<file path="src/rtl/unlock_gate_pkg.sv">
package unlock_gate_pkg;
    localparam int KEY_BYTES = 8;
    localparam int BYTE_W    = 8;

    typedef enum logic [1:0] {
        S_IDLE,
        S_COLLECT,
        S_REPORT,
        S_CLOSED
    } gate_state_t;
endpackage

</file>
<file path="src/rtl/key_byte_compare.sv">
module key_byte_compare #(
    parameter int KEY_BYTES = 8,
    parameter int BYTE_W    = 8,
    localparam int IDX_W    = (KEY_BYTES > 1) ? $clog2(KEY_BYTES) : 1
) (
    input  logic [KEY_BYTES*BYTE_W-1:0] key_vec,
    input  logic [IDX_W-1:0]            idx,
    input  logic [BYTE_W-1:0]           rx_byte,
    output logic                        match
);
    logic [BYTE_W-1:0] key_arr [KEY_BYTES];

    // Slice the key vector into bytes: lowest byte is the lowest address.
    for (genvar g = 0; g < KEY_BYTES; g++) begin : g_slice
        assign key_arr[g] = key_vec[g*BYTE_W +: BYTE_W];
    end

    always_comb begin
        match = 1'b0;
        for (int i = 0; i < KEY_BYTES; i++) begin
            if (idx == IDX_W'(i)) begin
                match = (rx_byte == key_arr[i]);
            end
        end
    end
endmodule

</file>
<file path="src/rtl/unlock_entry_fsm.sv">
module unlock_entry_fsm
    import unlock_gate_pkg::*;
#(
    parameter int KEY_BYTES = 8,
    localparam int IDX_W    = (KEY_BYTES > 1) ? $clog2(KEY_BYTES) : 1
) (
    input  logic             clk,
    input  logic             por_n,
    input  logic             wrst,
    input  logic             mon_mode,
    input  logic             byte_valid,
    input  logic             byte_match,
    output logic [IDX_W-1:0] byte_idx,
    output logic             done,
    output logic             unlock_set
);
    localparam logic [IDX_W-1:0] LAST_IDX = IDX_W'(KEY_BYTES - 1);

    gate_state_t      st_q, st_nx;
    logic [IDX_W-1:0] cnt_q, cnt_nx;
    logic             miss_q, miss_nx;
    logic             allow_q;   // entry still permitted since power-on

    // State register: power-on clears everything, warm reset closes entry.
    always_ff @(posedge clk or negedge por_n) begin
        if (!por_n) begin
            st_q    <= S_IDLE;
            cnt_q   <= '0;
            miss_q  <= 1'b0;
            allow_q <= 1'b1;
        end else if (wrst) begin
            st_q    <= S_IDLE;
            cnt_q   <= '0;
            miss_q  <= 1'b0;
            allow_q <= 1'b0;
        end else begin
            st_q    <= st_nx;
            cnt_q   <= cnt_nx;
            miss_q  <= miss_nx;
        end
    end

    // Transitions.
    always_comb begin
        st_nx   = st_q;
        cnt_nx  = cnt_q;
        miss_nx = miss_q;
        unique case (st_q)
            S_IDLE: begin
                if (!allow_q) begin
                    st_nx = S_CLOSED;
                end else if (mon_mode) begin
                    st_nx = S_COLLECT;
                end
            end
            S_COLLECT: begin
                if (byte_valid) begin
                    cnt_nx  = cnt_q + IDX_W'(1);
                    miss_nx = miss_q | ~byte_match;
                    if (cnt_q == LAST_IDX) begin
                        st_nx = S_REPORT;
                    end
                end
            end
            S_REPORT: st_nx = S_CLOSED;
            S_CLOSED: st_nx = S_CLOSED;
            default:  st_nx = S_CLOSED;
        endcase
    end

    // Outputs.
    always_comb begin
        byte_idx   = cnt_q;
        done       = (st_q == S_REPORT);
        unlock_set = (st_q == S_COLLECT) && byte_valid && (cnt_q == LAST_IDX)
                     && !miss_q && byte_match;
    end
endmodule

</file>
<file path="src/rtl/bypass_hold.sv">
module bypass_hold (
    input  logic clk,
    input  logic por_n,
    input  logic set,
    output logic bypass
);
    // Only a power-on reset clears the flag; warm reset is not an input.
    always_ff @(posedge clk or negedge por_n) begin
        if (!por_n) begin
            bypass <= 1'b0;
        end else if (set) begin
            bypass <= 1'b1;
        end
    end
endmodule

</file>
<file path="src/rtl/monitor_unlock_gate.sv">
module monitor_unlock_gate
    import unlock_gate_pkg::*;
#(
    parameter int KEY_BYTES = unlock_gate_pkg::KEY_BYTES,
    parameter int BYTE_W    = unlock_gate_pkg::BYTE_W,
    localparam int IDX_W    = (KEY_BYTES > 1) ? $clog2(KEY_BYTES) : 1
) (
    input  logic                        clk,
    input  logic                        por_n,
    input  logic                        wrst,
    input  logic                        mon_mode,
    input  logic                        byte_valid,
    input  logic [BYTE_W-1:0]           byte_data,
    input  logic [KEY_BYTES*BYTE_W-1:0] key_vec,
    output logic                        done,
    output logic                        bypass
);
    logic [IDX_W-1:0] byte_idx;
    logic             byte_match;
    logic             unlock_set;

    key_byte_compare #(
        .KEY_BYTES (KEY_BYTES),
        .BYTE_W    (BYTE_W)
    ) u_cmp (
        .key_vec (key_vec),
        .idx     (byte_idx),
        .rx_byte (byte_data),
        .match   (byte_match)
    );

    unlock_entry_fsm #(
        .KEY_BYTES (KEY_BYTES)
    ) u_fsm (
        .clk        (clk),
        .por_n      (por_n),
        .wrst       (wrst),
        .mon_mode   (mon_mode),
        .byte_valid (byte_valid),
        .byte_match (byte_match),
        .byte_idx   (byte_idx),
        .done       (done),
        .unlock_set (unlock_set)
    );

    bypass_hold u_hold (
        .clk    (clk),
        .por_n  (por_n),
        .set    (unlock_set),
        .bypass (bypass)
    );
endmodule

</file>
<file path="config.mk">
export PLATFORM = sky130hd
export DESIGN_NAME = monitor_unlock_gate
export DESIGN_NICKNAME = d
export VERILOG_FILES = /design/src/rtl/unlock_gate_pkg.sv /design/src/rtl/key_byte_compare.sv /design/src/rtl/unlock_entry_fsm.sv /design/src/rtl/bypass_hold.sv /design/src/rtl/monitor_unlock_gate.sv
export SDC_FILE = /design/constraint.sdc
export NUM_CORES = 1
export LEC_CHECK = 0
export BUFFER_PORTS_ARGS = -buffer_cell sky130_fd_sc_hd__clkbuf_2
export CORE_UTILIZATION = 47
export CTS_CLUSTER_DIAMETER = 40
export DETAILED_ROUTE_END_ITERATION = 10
export PLACE_DENSITY = 0.89
export SYNTH_ARGS = -nofsm -noshare
export SYNTH_HDL_FRONTEND = slang
export SYNTH_HIERARCHICAL = 1
export SYNTH_SLANG_ARGS = --single-unit
</file>
<file path="constraint.sdc">
create_clock -name clk -period 2.75 [get_ports clk]
set_input_delay 0.1375 -clock clk [delete_from_list [all_inputs] [get_ports clk]]
set_output_delay 0.1375 -clock clk [all_outputs]
set_load 0.05 [all_outputs]
</file>
==> impl_metrics.ini, run 1 <==
[yosys]
yosysTopAreaCell = xor2_1
synth_edf_count = 0
yosysWarnings = 6
postSynthAreaPerCell_um2 = 9.02
ys_ff_latch = 8
synth-main-ff-cell = dfrtp_1
yosysMostFrequentCell = xor2_1
synth_area_um2 = 1270
ys_types = 32
synthCells = 141
synthArstFlopShare_pct = 100
yosysSeqAreaShare_pct = 15.8
synth_top_area_share_pct = 28.9
synthTopCellsByArea = xor2_1 (29%), xnor2_1 (14%), dfrtp_1 (14%), buf_6 (8.0%), nor4_1 (4.9%)
syn_nets = 220
synthTopCellsByCount = xor2_1 (42), xnor2_1 (21), nor4_1 (10), buf_6 (9)

[sta]
finalCritPeriodShare_pct = 73.2
finClkSkew_ns = 0.0117
rsz0062_at_grt = no
hold_viol = 0
fin_hold_ws_ns = 0.133
drv_slew = 0
layout_min_cycle_time_ns = 2.01
layout_setup_ws_ns = 0.737
setup_tns_ns = 0
fmax_ghz = 0.497
relSlewSlack_pct = 78.9
worst_slew_pin_slew_ns = 0.314
finalSetupViolCount = 0

[route]
totalWireLength_mm = 3.12
vias = 1258
first_iter_violations = 15
vias_per_cell = 5.16
drc = 0
first_pass_iters = 4
wl_per_cell_um = 12.8
antenna_left = 0

[worst_hold_path]
worst_hold_startpoint = wrst
holdPathStages = 2
min-delay-path-class = primary input to flop

[clock_network]
cts_buffer_depth = 2
cts_made_buffers = 3
cts_tree = built
cts.sinks = 8
postCtsHoldBufs = 1
insertion_delay_ns = 0.26
cts_resized = 0
root_buffer = clkbuf_4
cts_setup_buffers = 0
htreeDepth = 1
clk_pin_slew_worst_paths_ns = 0.06

[power_and_ir_drop]
powerDensity_nw_per_um2 = 256
total_power_mw = 0.417
power.internal_mw = 0.277
p_sw_mw = 0.140
power_frac_seq_pct = 30.8
swShare_pct = 33.5
p_leak_nw = 0.811
p_comb_share_pct = 45.5
clock_power_share_pct = 23.7
vdd_drop_max_v = 0.000274

[global_routing]
grt_pass1_vias = 1232
met3_usage_pct = 5.08
grt_overflow_total = 0
grt_start_max_net_pins = 11
antenna_found_initial = 0
grt_use_met1_pct = 23.0
met2_usage_pct = 44.4
top_usage_layer = met2
grt_pass1_wl_mm = 4.87
grt_use_total_pct = 22.9

[die]
core_um2 = 2520
die_area_um2 = 2920
die_height_um = 54.0
rows = 18
ios = 79
initial_core_util_pct = 50.4
dieWidth_um = 54.0

[setup_path]
worstRegToRegCells = 6
r2r-start = u_fsm/byte_idx[2]
cp_max_fo = 9
worstPathRequired_ns = 2.90
arrival_ns = 2.16
worstSetupPathType = flop to flop
end_kind = flop
cp-startpoint = u_fsm/byte_idx[2]
start_kind = flop

[cells_and_area]
fill_cells = 222
area_growth_pct = 28.2
nNetsFinal = 294
design_area_um2 = 1630
drive_gt1_share_pct = 39.3
num_antenna_cells = 0

[job]
drv_cap = 0

[placement]
port_buffers = 78
finalWeightedCongestion = 0.872
hpwl_mm = 2.70
dp_slack_ns = 0.745
postPlaceCellArea_um2 = 1590

[outcome]
status = completed
## cells by family (layout without fill, tap and decap cells)
family	after synthesis	after routing	share of synthesized area, %
xor gates and xnor gates	64	64	44.7
and+or+nand+nor	46	46	22.3
buffers and inverters	12	85	8.86
DFF	8	8	15.8
AOI/OAI and AO/OA	6	6	3.54
muxes	3	3	2.76
adders and majority gates	2	2	1.97
## worst paths after layout
kind	to	slack, ns
worst max register to register	u_hold/bypass	0.74
worst min-delay path	u_fsm/allow_q	0.13
worst min register to register	u_hold/bypass	0.46
worst max-delay path	u_hold/bypass	0.74
max in group asynchronous	u_fsm/allow_q	2.23
min in group asynchronous	u_fsm/miss_q	0.26
## cell type report
class / instances / area (µm²) / area share (%)
inverters: 2 / 7.51 / 0.460
well taps: 30 / 37.5 / 2.30
repair buffers: 79 / 400 / 24.6
clock buffers: 4 / 26.3 / 1.61
multi-input cells: 121 / 957 / 58.7
flip-flops and latches: 8 / 201 / 12.4
## power groups by stage
stage	clock network [mW]	logic, mW	registers, mW
floorplan	0	0.123	0.129
global placement	0	0.185	0.130
detailed placement	0	0.190	0.130
CTS	0.102	0.191	0.129
global route	0.109	0.208	0.130
finish	0.0987	0.190	0.129
## per-layer routing
metal / vias up / routed length, µm / share of wire [%]
li1: 631 / - / -
met5: - / 0 / 0
met1: 574 / 1190 / 38
met3: 4 / 206 / 6.6
met2: 49 / 1670 / 53
met4: 0 / 53 / 1.7
## cell usage in the layout, fill, tap and decap left out, types with 2 or more instances in the layout
cell and instances:
nand2b_1 4, nand3_1 4, clkbuf_2 78, nor2_1 3
ha_1 2, nor4_1 10, clkbuf_4 3, nor2b_1 3
nor3_1 6, xor2_1 42, inv_1 2, xnor2_1 21
and3b_1 2, mux2i_1 2, dfrtp_1 7, nand4_1 7
## stage by stage
stage / cells / utilization, %
global placement: 239 / 63.2
detailed placement: 239 / 63.2
CTS: 244 / 64.6
floorplan: 141 / -
finish: 244 / 64.6
global route: 244 / 64.6
## sequential cells by signal (all words and copies together), names as in the netlist
name,count
u_fsm/st_q,2
u_fsm/allow_q,1
u_hold/bypass,1
u_fsm/miss_q,1
u_fsm/byte_idx,3
## critical path, cell delays in order (launching register included)
cell and delay [ns]:
dfrtp_1 0.49, and2b_1 0.25, a32oi_1 0.15, a22oi_1 0.08, or4_1 0.56, and3b_1 0.18, or2_1 0.19
Note: power is estimated with default switching activity, not from simulation.
==> inputs of run 2 (changes only) <==
--- a/config.mk
+++ b/config.mk
@@ -6,10 +6,10 @@
 export NUM_CORES = 1
 export LEC_CHECK = 0
 export BUFFER_PORTS_ARGS = -buffer_cell sky130_fd_sc_hd__clkbuf_2
-export CORE_UTILIZATION = 47
+export CORE_UTILIZATION = 43
 export CTS_CLUSTER_DIAMETER = 40
 export DETAILED_ROUTE_END_ITERATION = 10
-export PLACE_DENSITY = 0.89
+export PLACE_DENSITY = 0.82
 export SYNTH_ARGS = -nofsm -noshare
 export SYNTH_HDL_FRONTEND = slang
 export SYNTH_HIERARCHICAL = 1
==> constraint.sdc (replaced) <==
create_clock -name clk -period 2 [get_ports clk]
set_input_delay 0.1 -clock clk [delete_from_list [all_inputs] [get_ports clk]]
set_output_delay 0.1 -clock clk [all_outputs]
set_load 0.05 [all_outputs]
==> run 2 against run 1 <==
Net effect:
- core utilization is 3.1 points lower
- clock power rose by 57%
- worst hold slack lost 0.063 ns
- sequential power grew 35%
- largest cell class unchanged
- highest routed layer unchanged
==> impl_metrics.ini, run 2 (synthesized netlist as in run 1, its figures left out) <==
[sta]
layout_setup_ws_ns = 0.0249
layout_min_cycle_time_ns = 1.98
hold_viol = 0
finClkSkew_ns = 0.00697
rsz0062_at_grt = no
finalCritPeriodShare_pct = 98.8
drv_slew = 0
setup_tns_ns = 0
finalSetupViolCount = 0
fmax_ghz = 0.506
relSlewSlack_pct = 72.7
worst_slew_pin_slew_ns = 0.406

[setup_path]
path_cells = and2b_1, a32oi_1, a22oi_1, or4_4, and3b_1, or2_1
arrival_ns = 2.13
cpPeakStageDelay_ns = 0.55
r2r_setup_slack_ns = 0.02
end_kind = flop
start_kind = flop
worstSetupPathType = flop to flop
worstPathRequired_ns = 2.15
slowest_stage = or4_4
cp_max_fo = 6
crit_family = simple AND/OR/NAND/NOR gates
critPathBufInv = 0

[clock_network]
cts_made_buffers = 3
root_buffer = clkbuf_4
cts_tree = built
insertion_delay_ns = 0.27
clk_pin_slew_worst_paths_ns = 0.08
htreeDepth = 1
cts.sinks = 8
cts_buffer_depth = 2

[global_routing]
grt_pass1_vias = 1361
grt_pass1_wl_mm = 5.62
grt_overflow_total = 0
grt_use_total_pct = 22.3
antenna_found_initial = 0
grt_start_max_net_pins = 11

[die]
rows = 19
die_height_um = 56.4
dieWidth_um = 56.4
core_um2 = 2780
die_area_um2 = 3180
initial_core_util_pct = 45.7
ios = 79

[power_and_ir_drop]
p_sw_mw = 0.219
power_frac_seq_pct = 28.5
swShare_pct = 35.7
p_leak_nw = 0.858
powerDensity_nw_per_um2 = 358
p_comb_share_pct = 46.3
clock_power_share_pct = 25.2
vdd_drop_max_v = 0.000383
power.internal_mw = 0.393

[route]
vias_per_cell = 5.32
antenna_left = 0
vias = 1356
drc = 0
totalWireLength_mm = 3.51
wl_per_cell_um = 13.8
first_iter_violations = 13
first_pass_iters = 4

[cells_and_area]
register_area_um2 = 203
multi_input_area_um2 = 961
drive_gt1_share_pct = 42.9
largest_reg_flops = 3
area_growth_pct = 34.6
final_cell_mix = clkbuf_2 (78), xor2_1 (42), xnor2_1 (21)
final_common_cell = clkbuf_2
nNetsFinal = 304
num_antenna_cells = 0
fill_cells = 249

[placement]
port_buffers = 78
hpwl_mm = 2.98
dp_slack_ns = 0.0250
finalWeightedCongestion = 0.873

[outcome]
status = completed

[job]
drv_cap = 0

[worst_hold_path]
min-delay-path-class = primary input to flop
run 2: what timing repair did:
action | in CTS | in global routing
hold buffers | 1 | 0
endpoints found under the hold margin | 8 | 0
gates resized for setup | 0 | 2
buffers inserted | 0 | 1
setup endpoints to repair | 0 | 1
run 2: power groups by stage:
stage | Clock [mW] | Sequential [mW] | Combinational (mW)
floorplan | 0 | 0.177 | 0.170
global placement | 0 | 0.177 | 0.273
detailed placement | 0 | 0.177 | 0.279
CTS | 0.159 | 0.174 | 0.282
global route | 0.169 | 0.176 | 0.308
finish | 0.155 | 0.174 | 0.283
run 2: final cells by class:
cell class | count | share of cell area (%)
multi-input combinational | 121 | 56.1
timing repair buffer | 89 | 27.8
sequential | 8 | 11.8
tap | 31 | 2.27
clock buffer | 4 | 1.54
inverter | 2 | 0.439
run 2: final timing paths:
check                                  startpoint            end  cells past startpoint
max in group asynchronous                   por_n  u_fsm/allow_q                      2
worst min-delay path                         wrst  u_fsm/allow_q                      2
worst max register to register  u_fsm/byte_idx[1]  u_hold/bypass                      6
worst min register to register      u_hold/bypass  u_hold/bypass                      1
worst max-delay path            u_fsm/byte_idx[1]  u_hold/bypass                      6
min in group asynchronous                   por_n  u_fsm/st_q[1]                      2
run 2: per-stage QoR:
stage,utilization (%),power [mW],instances,hold slack [ns],area (µm²)
5_1_grt,61.5,0.654,255,0.0819,1710
3_5_place_dp,59.8,0.457,249,-0.0366,1660
3_3_place_gp,59.8,0.451,249,-0.0411,1660
2_1_floorplan,-,0.346,141,-0.196,1270
6_report,61.5,0.612,255,0.0700,1710
4_1_cts,61.1,0.615,254,0.0745,1700
run 2: per-layer routing:
metal  vias up  GRT usage [%]  wire length, µm
li1        651              -                -
met2        85           42.9             1820
met5         -              0                0
met4         0           8.01              104
met3        16           5.30              296
met1       604           23.2             1290
==> inputs of run 3 (changes only) <==
--- a/config.mk
+++ b/config.mk
@@ -6,11 +6,12 @@
 export NUM_CORES = 1
 export LEC_CHECK = 0
 export BUFFER_PORTS_ARGS = -buffer_cell sky130_fd_sc_hd__clkbuf_2
-export CORE_UTILIZATION = 43
+export CELL_PAD_IN_SITES_DETAIL_PLACEMENT = 1
+export CELL_PAD_IN_SITES_GLOBAL_PLACEMENT = 1
+export CORE_UTILIZATION = 30
 export CTS_CLUSTER_DIAMETER = 40
 export DETAILED_ROUTE_END_ITERATION = 10
-export PLACE_DENSITY = 0.82
+export PLACE_DENSITY = 0.83
 export SYNTH_ARGS = -nofsm -noshare
 export SYNTH_HDL_FRONTEND = slang
-export SYNTH_HIERARCHICAL = 1
 export SYNTH_SLANG_ARGS = --single-unit
==> run 3 against run 2 <==
Net effect:
- setup slack better by 0.19 ns
- die area up 41%
- register-to-register slack better by 0.19 ns
- total power up 10%
- clock skew up 0.0025 ns
- synthesized cell count up 5.7%
- worst hold slack better by 0.053 ns
- core utilization down 19 points
- critical endpoint is now u_fsm.miss_q
- combinational power up 4%
- sequential share of layout area down 0.12 points
==> impl_metrics.ini, run 3 <==
[global_routing]
grt_start_max_net_pins = 9
antenna_found_initial = 0
grt_pass1_wl_mm = 6.07
grt_pass1_vias = 1357
grt_use_total_pct = 18.3
grt_overflow_total = 0

[yosys]
synth.area.mux_share_pct = 0.793
synth_top_area_share_pct = 30.5
synthTopCellsByArea = xnor2_1 (31%), xor2_1 (15%), dfrtp_1 (14%), ha_1 (5.9%), nand4_1 (5.0%)
synthCells = 149
yosysWarnings = 0
yosysMostFrequentCell = xnor2_1
yosysTopAreaCell = xnor2_1
synthArstFlopShare_pct = 100
synth_simple_gate_area_share_pct = 18.9
synth-compound-area-share_pct = 6.14
yosysSeqAreaShare_pct = 16.0
synth-main-ff-cell = dfrtp_1
ys_ff_latch = 8
synth_edf_count = 0
synthTopCellsByCount = xnor2_1 (44), xor2_1 (21), nand4_1 (10), nor2_1 (9), dfrtp_1 (7)
ys_types = 31
synth_xor_area_share_pct = 45.1
postSynthAreaPerCell_um2 = 8.47
synth_area_um2 = 1260
syn_nets = 232
synth_fa_ha_area_share_pct = 5.95
synth_top_family_by_area = XOR/XNOR gates

[route]
first_pass_iters = 4
totalWireLength_mm = 3.79
antenna_left = 0
vias = 1292
first_iter_violations = 13
wl_per_cell_um = 13.8
drc = 0
vias_per_cell = 4.70

[cells_and_area]
num_antenna_cells = 0
finalNonFillerCells = 275
area_growth_pct = 36.2
fill_cells = 507
design_area_um2 = 1720
register_area_um2 = 201
largest_reg_flops = 3
multi_input_area_um2 = 976
final_common_cell = clkbuf_2
nNetsFinal = 309
drive_gt1_share_pct = 38.7
final_cell_mix = clkbuf_2 (78), xnor2_1 (44), xor2_1 (21)

[die]
dieWidth_um = 66.9
rows = 23
die_height_um = 66.9
initial_core_util_pct = 31.3
die_area_um2 = 4470
core_um2 = 4030
ios = 79

[sta]
finalCritPeriodShare_pct = 89.4
layout_setup_ws_ns = 0.211
fmax_ghz = 0.559
worst_slew_pin_slew_ns = 0.465
drv_slew = 0
setup_tns_ns = 0
layout_min_cycle_time_ns = 1.79
fin_hold_ws_ns = 0.123
hold_viol = 0
rsz0062_at_grt = no
finalSetupViolCount = 0
finClkSkew_ns = 0.00942
relSlewSlack_pct = 68.7

[placement]
postPlaceCellArea_um2 = 1660
port_buffers = 78
dp_slack_ns = 0.146
finalWeightedCongestion = 0.882
hpwl_mm = 3.37
dp_cells = 270

[worst_hold_path]
min-delay-path-class = primary input to flop

[setup_path]
worstSetupPathType = flop to flop
start_kind = flop
arrival_ns = 1.89
worstPathRequired_ns = 2.10
end_kind = flop
cp_max_fo = 4

[outcome]
status = completed

[job]
drv_cap = 0

[clock_network]
cts_setup_buffers = 0
htreeDepth = 1
cts_tree = built
clk_pin_slew_worst_paths_ns = 0.05
cts_made_buffers = 3
cts_buffer_depth = 2
insertion_delay_ns = 0.23
cts.sinks = 8
root_buffer = clkbuf_8

[power_and_ir_drop]
p_leak_nw = 0.768
powerDensity_nw_per_um2 = 393
vdd_drop_max_v = 0.000142
-- run 3: changes by cell type in the layout (fill, tap and decap cells not counted), sizes merged, moves of 2 or more --
cell,delta
xor2,-22
a31oi,+2
nor2,+6
nor4,-5
and3b,-2
nand2b,-4
xnor2,+23
a21oi,+3
inv,+3
ha,+4
buf,-8
nand2,+5
nand4,+3
-- run 3: kinds of logic after synthesis --
group / after synthesis
AO/OA/AOI/OAI: 12
XOR/XNOR: 65
adder cells (fa/ha/maj): 6
buffers and inverters: 14
flip-flops: 8
multiplexers: 1
AND/OR/NAND/NOR: 43
-- run 3: critical path: stages (launching register included) --
cell and delay [ns]:
dfrtp_1 0.42, ha_1 0.24, ha_1 0.23, nor3_2 0.20, nand4_1 0.10, nor3_1 0.18, a41oi_1 0.06, nand4_1 0.13
o211ai_1 0.10
-- run 3: what timing repair did --
action,CTS,global route
hold endpoints to repair,8,0
gates resized for setup,0,1
setup endpoints to repair,0,1
hold buffers,1,0
-- run 3: area by class of cell --
class,instances,area share [%]
Clock buffer,4,2.62
Inverter,5,1.09
Multi-Input combinational cell,127,56.8
Sequential cell,8,11.7
Tap cell,50,3.64
Timing Repair Buffer,81,24.2
-- run 3: report_power, final --
part	internal, mW	switching (mW)
Clock	0.139	0.0675
Combinational	0.153	0.140
Sequential	0.170	0.00662
-- run 3: worst paths after layout --
check | endpoint | slack, ns | cells past startpoint | start
min reg2reg | u_hold.bypass | 0.47 | 2 | u_hold.bypass
max | u_fsm.miss_q | 0.21 | 8 | u_fsm.byte_idx[0]
max in group asynchronous | u_fsm.allow_q | 1.48 | 2 | por_n
max reg2reg | u_fsm.miss_q | 0.21 | 8 | u_fsm.byte_idx[0]
min | u_fsm.allow_q | 0.12 | 2 | wrst
min in group asynchronous | u_fsm.miss_q | 0.26 | 2 | por_n
-- run 3: layer usage --
| layer | track usage, % | vias to the layer above | share of wire (%) |
|---|---|---|---|
| met2 | 34.5 | 43 | 52 |
| met3 | 2.91 | 2 | 5.8 |
| met1 | 21.5 | 594 | 41 |
| li1 | - | 653 | - |
| met4 | 3.19 | 0 | 0.48 |
| met5 | 0 | - | 0 |
-- run 3: per-stage QoR --
stage / util (%) / power [mW]
after detailed placement: 41.2 / 0.474
after floorplan: - / 0.361
after CTS: 42.5 / 0.686
final: 42.7 / 0.676
after global routing: 42.7 / 0.725
after global placement: 41.2 / 0.464
